**src/rtl/auxctl_pkg.sv**
```systemverilog
package auxctl_pkg;
  localparam int NUM_REGIONS = 7;

  // region indices (select bit positions)
  localparam int RG_CFG   = 0;
  localparam int RG_DIAG  = 1;
  localparam int RG_MODEM = 2;
  localparam int RG_AUX1  = 3;
  localparam int RG_AUX2  = 4;
  localparam int RG_LED   = 5;
  localparam int RG_SYS   = 6;

  // bit positions that give the registers their behaviour
  localparam int PF_EN_BIT    = 3;
  localparam int PF_STAT_BIT  = 5;
  localparam int TC_BIT       = 2;
  localparam int PWROFF_BIT   = 0;
  localparam int INTCLR_BIT   = 1;
  localparam int SYS_RST_BIT  = 0;
  localparam int SYS_STAT_BIT = 1;

  localparam logic [1:0] SZ_BYTE = 2'd0;
  localparam logic [1:0] SZ_HALF = 2'd1;
  localparam logic [1:0] SZ_WORD = 2'd2;

  typedef struct packed {
    logic [NUM_REGIONS-1:0] wr;
    logic [NUM_REGIONS-1:0] rd;
  } strobes_t;

  function automatic logic [1:0] regionSize(input int idx);
    case (idx)
      RG_LED:  regionSize = SZ_HALF;
      RG_SYS:  regionSize = SZ_WORD;
      default: regionSize = SZ_BYTE;
    endcase
  endfunction
endpackage

```
**src/rtl/auxctl_ctrl.sv**
```systemverilog
module auxctl_ctrl
  import auxctl_pkg::*;
(
  input  logic [NUM_REGIONS-1:0] regSel,
  input  logic                   wrEn,
  input  logic [1:0]             accSize,
  output strobes_t               strb
);
  logic                   singleSel;
  logic [NUM_REGIONS-1:0] wrVec;
  logic [NUM_REGIONS-1:0] rdVec;

  assign singleSel = (regSel != '0) && ((regSel & (regSel - 1'b1)) == '0);

  for (genvar g = 0; g < NUM_REGIONS; g++) begin : g_region
    logic sizeOk;
    assign sizeOk   = (accSize == regionSize(g));
    assign rdVec[g] = singleSel & regSel[g] & sizeOk;
    assign wrVec[g] = rdVec[g] & wrEn;
  end

  assign strb = '{wr: wrVec, rd: rdVec};
endmodule

```
**src/rtl/auxctl_regs.sv**
```systemverilog
module auxctl_regs
  import auxctl_pkg::*;
#(
  parameter int DATA_W = 32,
  parameter int BYTE_W = 8,
  parameter int LED_W  = 16
) (
  input  logic              clk,
  input  logic              rstN,
  input  strobes_t          strb,
  input  logic [DATA_W-1:0] wrData,
  input  logic              pwrFailIn,
  output logic [DATA_W-1:0] rdData,
  output logic              pwrIrq,
  output logic              fdcTc,
  output logic              shutdownReq,
  output logic              resetReq
);
  localparam int NUM_PLAIN = 3;
  // plain byte registers cleared by reset: configuration and modem, not diagnostic
  localparam logic [NUM_PLAIN-1:0] CLR_ON_RST = 3'b101;
  localparam logic [BYTE_W-1:0] TC_MASK = ~(BYTE_W'(1) << TC_BIT);

  logic [NUM_PLAIN-1:0][BYTE_W-1:0] plainRegs;
  logic [BYTE_W-1:0] cfgReg;
  logic [BYTE_W-1:0] aux1Reg;
  logic [1:0]        aux2Low;
  logic              pfStat;
  logic              pfPrev;
  logic              pfRise;
  logic              pfFall;
  logic [LED_W-1:0]  ledReg;
  logic [DATA_W-1:0] sysReg;

  // plain byte registers
  for (genvar g = 0; g < NUM_PLAIN; g++) begin : g_plain
    logic [BYTE_W-1:0] q;
    if (CLR_ON_RST[g]) begin : g_clr
      always_ff @(posedge clk) begin
        if (!rstN)           q <= '0;
        else if (strb.wr[g]) q <= wrData[BYTE_W-1:0];
      end
    end else begin : g_keep
      always_ff @(posedge clk) begin
        if (strb.wr[g]) q <= wrData[BYTE_W-1:0];
      end
    end
    assign plainRegs[g] = q;
  end

  assign cfgReg = plainRegs[RG_CFG];

  // first auxiliary register and terminal-count pulse
  always_ff @(posedge clk) begin
    if (!rstN) begin
      aux1Reg <= '0;
      fdcTc   <= 1'b0;
    end else begin
      if (strb.wr[RG_AUX1]) aux1Reg <= wrData[BYTE_W-1:0] & TC_MASK;
      fdcTc <= strb.wr[RG_AUX1] & wrData[TC_BIT];
    end
  end

  // power-fail edge detection
  assign pfRise = pwrFailIn & ~pfPrev;
  assign pfFall = ~pwrFailIn & pfPrev;

  // second auxiliary register, status and shutdown pulse
  always_ff @(posedge clk) begin
    if (!rstN) begin
      aux2Low     <= '0;
      pfStat      <= 1'b0;
      pfPrev      <= 1'b0;
      shutdownReq <= 1'b0;
    end else begin
      pfPrev <= pwrFailIn;
      if (strb.wr[RG_AUX2]) aux2Low <= wrData[1:0];
      if (pfRise)                                      pfStat <= cfgReg[PF_EN_BIT];
      else if (pfFall)                                 pfStat <= 1'b0;
      else if (strb.wr[RG_AUX2] && wrData[INTCLR_BIT]) pfStat <= 1'b0;
      shutdownReq <= strb.wr[RG_AUX2] & wrData[PWROFF_BIT];
    end
  end

  assign pwrIrq = pfStat & cfgReg[PF_EN_BIT];

  // LED register, kept across reset
  always_ff @(posedge clk) begin
    if (strb.wr[RG_LED]) ledReg <= wrData[LED_W-1:0];
  end

  // system control, kept across reset
  always_ff @(posedge clk) begin
    if (strb.wr[RG_SYS]) begin
      if (wrData[SYS_RST_BIT]) sysReg <= DATA_W'(1) << SYS_STAT_BIT;
      else                     sysReg <= wrData;
    end
  end

  always_ff @(posedge clk) begin
    if (!rstN) resetReq <= 1'b0;
    else       resetReq <= strb.wr[RG_SYS] & wrData[SYS_RST_BIT];
  end

  // read-back
  logic [DATA_W-1:0] regVal [NUM_REGIONS];
  always_comb begin
    for (int i = 0; i < NUM_PLAIN; i++) regVal[i] = DATA_W'(plainRegs[i]);
    regVal[RG_AUX1] = DATA_W'(aux1Reg);
    regVal[RG_AUX2] = DATA_W'(aux2Low) | (DATA_W'(pfStat) << PF_STAT_BIT);
    regVal[RG_LED]  = DATA_W'(ledReg);
    regVal[RG_SYS]  = sysReg;
    rdData = '0;
    for (int i = 0; i < NUM_REGIONS; i++) begin
      if (strb.rd[i]) rdData = rdData | regVal[i];
    end
  end


  stat_needs_enable_chk: assert property (@(posedge clk) disable iff (!rstN)
    $rose(pfStat) |-> $past(cfgReg[PF_EN_BIT]));


  intclr_clears_chk: assert property (@(posedge clk) disable iff (!rstN)
    (strb.wr[RG_AUX2] && wrData[INTCLR_BIT] && !pfRise) |=> !pfStat);


  shutdown_src_chk: assert property (@(posedge clk) disable iff (!rstN)
    shutdownReq |-> aux2Low[PWROFF_BIT]);


  reset_req_stat_chk: assert property (@(posedge clk) disable iff (!rstN)
    resetReq |-> (sysReg == (DATA_W'(1) << SYS_STAT_BIT)));
endmodule

```
**src/rtl/auxctl_top.sv**
```systemverilog
module auxctl_top
  import auxctl_pkg::*;
#(
  parameter int DATA_W = 32,
  parameter int BYTE_W = 8,
  parameter int LED_W  = 16
) (
  input  logic                   clk,
  input  logic                   rstN,
  input  logic [NUM_REGIONS-1:0] regSel,
  input  logic                   wrEn,
  input  logic [1:0]             accSize,
  input  logic [DATA_W-1:0]      wrData,
  input  logic                   pwrFailIn,
  output logic [DATA_W-1:0]      rdData,
  output logic                   pwrIrq,
  output logic                   fdcTc,
  output logic                   shutdownReq,
  output logic                   resetReq
);
  strobes_t strb;

  auxctl_ctrl i_ctrl (
    .regSel  (regSel),
    .wrEn    (wrEn),
    .accSize (accSize),
    .strb    (strb)
  );

  auxctl_regs #(
    .DATA_W (DATA_W),
    .BYTE_W (BYTE_W),
    .LED_W  (LED_W)
  ) i_regs (
    .clk         (clk),
    .rstN        (rstN),
    .strb        (strb),
    .wrData      (wrData),
    .pwrFailIn   (pwrFailIn),
    .rdData      (rdData),
    .pwrIrq      (pwrIrq),
    .fdcTc       (fdcTc),
    .shutdownReq (shutdownReq),
    .resetReq    (resetReq)
  );


  bad_size_read_zero_chk: assert property (@(posedge clk) disable iff (!rstN)
    (accSize == 2'd3) |-> (rdData == '0));


  multi_sel_zero_chk: assert property (@(posedge clk) disable iff (!rstN)
    ($countones(regSel) > 1) |-> (rdData == '0));


  tc_from_valid_write_chk: assert property (@(posedge clk) disable iff (!rstN)
    fdcTc |-> $past(regSel == NUM_REGIONS'(1 << RG_AUX1) && wrEn
                    && accSize == SZ_BYTE && wrData[TC_BIT]));
endmodule

```
**config.mk**
```make
export PLATFORM = sky130hd
export DESIGN_NAME = auxctl_top
export DESIGN_NICKNAME = d
export VERILOG_FILES = /design/src/rtl/auxctl_pkg.sv /design/src/rtl/auxctl_ctrl.sv /design/src/rtl/auxctl_regs.sv /design/src/rtl/auxctl_top.sv
export SDC_FILE = /design/constraint.sdc
export NUM_CORES = 1
export LEC_CHECK = 0
export ABC_AREA = 1
export ABC_CLOCK_PERIOD_IN_PS = 5600
export BUFFER_PORTS_ARGS = -buffer_cell sky130_fd_sc_hd__buf_4
export CORE_UTILIZATION = 30
export CTS_CLUSTER_DIAMETER = 80
export DETAILED_ROUTE_END_ITERATION = 10
export PLACE_DENSITY = 0.45
export REMOVE_ABC_BUFFERS = 1
export SYNTH_ARGS = -nofsm -noshare
export SYNTH_HDL_FRONTEND = slang
export SYNTH_SLANG_ARGS = --single-unit
```
**constraint.sdc**
```tcl
create_clock -name clk -period 5.6 [get_ports clk]
set_input_delay 0 -clock clk [delete_from_list [all_inputs] [get_ports clk]]
set_output_delay 0 -clock clk [all_outputs]
set_load 0.005 [all_outputs]
```
==> results of run 1 <==
-- through the flow --
stage / area [um2] / setup slack (ns) / hold slack (ns) / utilization [%]
4_1_cts: 5374 / 3.591 / 0.03272 / 40.74
5_1_grt: 5374 / 3.424 / 0.04624 / 40.74
6_report: 5374 / 3.593 / 0.04770 / 40.74
2_1_floorplan: 3941 / 2.632 / 0.09345 / -
3_5_place_dp: 4795 / 3.320 / 0.1922 / 36.35
3_3_place_gp: 4795 / 3.385 / 0.1948 / 36.35
-- where the power goes --
part	internal, W	switching [W]
registers	0.000668	0.000000556
clock network	0.000296	0.000231
logic	0.0000456	0.0000497
-- Yosys cell counts (3+ instances only) --
cell	n	area [um2]
o21ai_2	6	52.55
a21oi_1	25	125.1
o21ai_0	12	60.06
nand3_2	8	80.08
buf_6	3	33.78
dfxtp_1	30	600.6
nand4_1	5	31.28
nor2_2	3	18.77
clkbuf_1	7	26.28
inv_2	3	11.26
nand3_4	3	52.55
edfxtp_1	55	1652
nor2_1	67	251.5
inv_1	106	397.9
o21ai_1	9	45.04
nand2_2	4	25.02
nand2_1	77	289.0
nand3_1	32	160.2
-- registers in the layout, summed over array words and instances, names as in the netlist --
| name | cells |
|---|---|
| i_regs.aux2Low | 2 |
| i_regs.g_plain.q | 16 |
| i_regs.shutdownReq | 1 |
| i_regs.fdcTc | 1 |
| i_regs.resetReq | 1 |
| i_regs.pfPrev | 1 |
| i_regs.sysReg | 31 |
| i_regs.ledReg | 16 |
| i_regs.cfgReg | 8 |
| i_regs.pfStat | 1 |
| i_regs.aux1Reg | 7 |
-- tightest hold or removal path, cell delays in order --
cell and delay [ns]:
buf_4 0.21, nand2_1 0.10, inv_1 0.03
-- logic make-up (layout without fill, tap and decap cells) --
group	count (synthesis)	count (layout)	share of synthesized area, %
AND/OR/NAND/NOR	206	206	24.10
flip-flops	85	85	55.76
AO/OA/AOI/OAI	54	54	7.590
buffers and inverters	124	240	12.55
-- routing by layer --
metal	GRT usage (%)	routed length, um
met1	18.83	4567
met2	25.15	4781
met3	3.537	474
met4	5.048	116
met5	0	0
-- worst paths after layout --
kind                       end  slack [ns]  cells after the start
max                  rdData[1]        3.59                     12
min              i_regs.pfPrev        0.05                      3
max reg2reg      i_regs.pfStat        4.63                      5
min reg2reg  i_regs.aux2Low[1]        0.47                      2
-- layout make-up --
type / instances / area [um2]
clock buffers: 11 / 232.7
clock inverters: 4 / 26.28
fillers: 1368 / 7816
inverters: 109 / 409.1
multi-input cells: 260 / 1282
flip-flops and latches: 85 / 2252
well taps: 176 / 220.2
repair buffers: 116 / 950.9
-- repair_timing --
item	CTS	global route
endpoints found under the hold margin	52	0
hold buffers	32	0
resized for setup	0	0
==> impl_metrics.yaml, run 1 <==
run_status:
  outcome: "complete, no violations"
setup_path:
  critical_path_launch_point_type: "input pin"
  max_stage_delay_ns: 0.48
  critPathSlowestCell: "buf_4"
  path_delay_family: "simple AND/OR/NAND/NOR gates"
  timing.critical_path.fanout_max: 44
  worstPathBufferInverterCount: 4
  worstReg2RegStart: "i_regs.pfPrev"
  critical_path.cell_chain: "buf_4 -> nor2_1 -> inv_1 -> nand2_1 -> nand2_1 -> a21oi_4 -> buf_4 -> nand2_1 -> o21ai_0 -> nor2_1 -> nand2_1 -> buf_4"
  first_element_of_the_critical_path: "regSel[4]"
  timing.critical_path.to_type: "primary output"
  critPathMostFrequentCell: "nand2_1"
  critical_path_required_ns: 5.60
  critical_path_class: "input pin to primary output"
  crit_arrival_ns: 2.01
global_route:
  first_global_vias: 3230
  globalRouteTotalUtil_pct: 14.99
  antenna_found_initial: 0
  first_pass_grt_wire_length_mm: 16.20
  maximum_number_of_pins_on_one_net_before_global_route_repair: 45
  gr-total-overflow: 0
clock_tree:
  skew_pair_late_insertion_delay_ns: 0.33
  clkSlewWorstSetupHoldPaths_ns: 0.06
  cts_tree: "yes"
  cts_num_sinks: 85
  numCtsBuffers: 9
  cts-htree-levels: 3
  max-clock-path-buffers: 2
  cts_root_buffer: "clkbuf_16"
  post-cts-setup-buffers: 0
hold_path:
  min_path_type: "input pin to flop"
  hold_path_startpoint: "rstN"
die:
  initial_utilization_pct: 30.62
  rows: 42
  die_w_um: 118.0
  dieHeight_um: 118.0
  boundaryPins: 81
  core-area_um2: 13190
  die_area_um2: 13930
layout:
  layout.cells.most_common_list: "inv_1, buf_4, nand2_1"
  final_cells: 761
  area_growth_syn_to_layout_pct: 33.05
  final_nets: 626
  layout_commonest_cell: "inv_1"
  antennaDiodeCount: 0
  final_layout_size_suffix_gt1_share_pct: 22.05
sta:
  final_period_minus_worst_setup_slack_ns: 2.007
  skew_ns: 0.0004260
  finalSetupViolCount: 0
  fmax_mhz: 498.2
  worst_max_slew_pin_slew_ns: 0.7882
  relSlewSlack_pct: 47.40
  rsz_0062_raised_after_global_routing: "false"
  fin_setup_tns_ns: 0
  post-route-period-util_pct: 35.84
  max_transition_viols_final: 0
  hold_violations: 0
routing:
  postRouteAntennaNets: 0
  firstDrtPassIters: 4
  routed_wl_mm: 9.940
  remaining_drc_errors: 0
  wl_per_cell_um: 13.06
  total_via_count_after_detailed_routing: 3273
  drt-vias-per-instance: 4.301
  initialDrtViolationCount: 142
yosys:
  synthesis.instances: 469
  synth_area_um2: 4039
  postSynthRegisterBits: 85
  synth_ff_type: "edfxtp_1"
  syn_avg_cell_area_um2: 8.612
  postSynth.asyncResetShare_pct: 0
  ys_warn_count: 0
  synth_sequential_area_ratio_pct: 55.76
  count_of_flip_flops_with_a_built_in_enable_after_synthesis: 55
  synth.distinct_cells: 28
placed_design:
  gp_congestion: 0.8110
  dpl.cell_count: 714
  io_buffers: 80
  total_half_perimeter_wirelength_after_legalization_and_detailed_placement_mm: 6.780
power_and_ir_drop:
  p_per_area_nw_per_um2: 240.2
  design_power_total_w: 0.001291
  ir_drop_uv: 103.8
  leakage_nw: 2.552
run:
  drv_cap: 0
Power figures use the tool's default switching activity.
==> run 2, diff against run 1 <==
--- a/config.mk
+++ b/config.mk
@@ -6,12 +6,12 @@
 export NUM_CORES = 1
 export LEC_CHECK = 0
 export ABC_AREA = 1
-export ABC_CLOCK_PERIOD_IN_PS = 5600
+export ABC_CLOCK_PERIOD_IN_PS = 1600
 export BUFFER_PORTS_ARGS = -buffer_cell sky130_fd_sc_hd__buf_4
 export CORE_UTILIZATION = 30
 export CTS_CLUSTER_DIAMETER = 80
 export DETAILED_ROUTE_END_ITERATION = 10
-export PLACE_DENSITY = 0.45
+export PLACE_DENSITY = 0.46
 export REMOVE_ABC_BUFFERS = 1
 export SYNTH_ARGS = -nofsm -noshare
 export SYNTH_HDL_FRONTEND = slang
==> constraint.sdc (replaced) <==
create_clock -name clk -period 1.6 [get_ports clk]
set_input_delay 0 -clock clk [delete_from_list [all_inputs] [get_ports clk]]
set_output_delay 0 -clock clk [all_outputs]
set_load 0.005 [all_outputs]
==> run 2 against run 1 <==
  * Clock power increased to 3.5 times the previous value
  * Hold slack got worse by 0.025 ns
  * Largest power group unchanged
  * Power increased to 3.5 times the previous value
==> impl_metrics.yaml, run 2 (synthesized netlist as in run 1, its figures left out) <==
die:
  die_w_um: 118.0
  boundaryPins: 81
  dieHeight_um: 118.0
  core-area_um2: 13190
  initial_utilization_pct: 30.62
  die_area_um2: 13930
  rows: 42
routing:
  total_via_count_after_detailed_routing: 3365
  drt-vias-per-instance: 4.309
  firstDrtPassIters: 4
  remaining_drc_errors: 0
  wl_per_cell_um: 13.35
  postRouteAntennaNets: 0
  routed_wl_mm: 10.42
  initialDrtViolationCount: 183
setup_path:
  critical_path.cell_chain: "buf_4 -> nor2_2 -> nand4_1 -> a21oi_4 -> buf_8 -> buf_4 -> nand3_1 -> o21ai_1 -> nor2_1 -> nand2_1 -> buf_4"
  worstReg2RegStart: "i_regs.pfPrev"
  critical_path_required_ns: 1.60
  critical_path_class: "input pin to primary output"
  critPathMostFrequentCell: "buf_4"
  first_element_of_the_critical_path: "regSel[4]"
  max_stage_delay_ns: 0.24
  critical_path_launch_point_type: "input pin"
  timing.critical_path.fanout_max: 9
  crit_arrival_ns: 1.42
  critPathSlowestCell: "a21oi_4"
  timing.critical_path.to_type: "primary output"
run:
  drv_cap: 0
sta:
  relSlewSlack_pct: 70.22
  worst_max_slew_pin_slew_ns: 0.4450
  skew_ns: 0.004335
  worst_case_setup_margin_in_the_final_layout_ns: 0.1759
  fmax_mhz: 702.2
  max_transition_viols_final: 0
  rsz_0062_raised_after_global_routing: "false"
  finalSetupViolCount: 0
  hold_violations: 0
  post-route-period-util_pct: 89.01
  final_period_minus_worst_setup_slack_ns: 1.424
placed_design:
  gp_congestion: 0.8165
  pre_cts_ws_ns: 0.03525
  total_half_perimeter_wirelength_after_legalization_and_detailed_placement_mm: 7.013
  io_buffers: 80
layout:
  layout.cells.most_common_list: "inv_1, buf_4, nand2_1"
  final_layout_size_suffix_gt1_share_pct: 25.12
  registers.top_by_ff_count: "i_regs.sysReg"
  area_growth_syn_to_layout_pct: 37.79
  layout_commonest_cell: "inv_1"
  finalCoreUtilization_pct: 42.19
  layout_top_registers: "i_regs.sysReg: 31 flops, i_regs.g_plain.q: 16 flops, i_regs.ledReg: 16 flops"
  antennaDiodeCount: 0
  final_nets: 645
  largest_register_ffs: 31
clock_tree:
  max-clock-path-buffers: 2
  cts_num_sinks: 85
  skew_pair_late_insertion_delay_ns: 0.34
  cts-htree-levels: 3
  clkSlewWorstSetupHoldPaths_ns: 0.06
  cts_tree: "yes"
  numCtsBuffers: 9
  cts_root_buffer: "clkbuf_16"
global_route:
  antenna_found_initial: 0
  globalRouteTotalUtil_pct: 15.71
  first_pass_grt_wire_length_mm: 16.60
  maximum_number_of_pins_on_one_net_before_global_route_repair: 35
  gr-total-overflow: 0
  first_global_vias: 3161
power_and_ir_drop:
  power_report.internal_total_w: 0.003546
  share_seq_of_total_power_pct: 51.3
  leakage_nw: 2.680
  p_per_area_nw_per_um2: 819.3
  ir_drop_uv: 474.4
  combinational_power_share_pct: 8.0
  power.switching_w: 0.001013
  p_clk_share_pct: 40.7
  switching_share_pct: 22.22
hold_path:
  min_path_type: "input pin to flop"
  hold_path_startpoint: "wrEn"
run_status:
  outcome: "complete, no violations"
[run 2: cell count changes in the layout (fill, tap and decap cells not counted), moves of 2 or more]
cell / before / now
buf_4: 84 / 99
nor2_1: 66 / 64
clkinvlp_4: 3 / 1
o21ai_1: 9 / 15
o21ai_0: 12 / 6
buf_8: 0 / 2
clkinv_2: 0 / 2
[run 2: worst max-delay path: cells and delay by family]
family,cells,cell delay (ns)
AND/OR/NAND/NOR,5,0.57
buffers and inverters,4,0.52
AO/OA/AOI/OAI,2,0.34
[run 2: what timing repair did]
action | CTS | global route
hold endpoints to repair | 54 | 0
resized for setup | 0 | 14
buffers inserted | 0 | 6
setup endpoints to repair | 0 | 8
hold buffers | 32 | 0
[run 2: worst paths after layout]
kind                       endpoint  slack [ns]  cells after the start
setup / recovery          rdData[5]        0.18                     11
hold / removal    i_regs.aux2Low[1]        0.02                      3
setup reg to reg      i_regs.pfStat        0.62                      5
hold reg to reg   i_regs.aux2Low[1]        0.47                      2
[run 2: power by group through the flow]
stage,Combinational (W),Sequential [W],Clock (W)
after floorplan,0.000105,0.00239,0
after global placement,0.000287,0.00239,0
after detailed placement,0.000291,0.00239,0
after CTS,0.000353,0.00234,0.00193
after global routing,0.000399,0.00234,0.00201
final,0.000363,0.00234,0.00186
[run 2: cell type report]
class                      count  area [um2]
tap                          176       220.2
clock inverter                 6       30.03
clock buffer                  10       229.0
inverter                     109       409.1
sequential                    85        2252
fill                        1311        7625
multi-input combinational    260        1300
timing repair buffer         135        1125
[run 2: through the flow]
step                      cells  cell area [um2]  hold slack [ns]  total power (W)  TNS [ns]
after CTS                   775             5492         0.006784         0.004621         0
after floorplan             454             3941          0.09345         0.002492    -54.89
final                       781             5565          0.02231         0.004559         0
after detailed placement    727             4912           0.1936         0.002678         0
after global routing        781             5565         0.009443         0.004744         0
after global placement      727             4912           0.1911         0.002675         0
[run 2: routing by layer]
metal / GRT usage [%] / vias up / part of all wire, %
met3: 3.343 / 12 / 5.4
met1: 20.61 / 1526 / 46
met4: 6.250 / 0 / 2.0
met2: 25.15 / 107 / 47
li1: - / 1720 / -
met5: 0 / - / 0
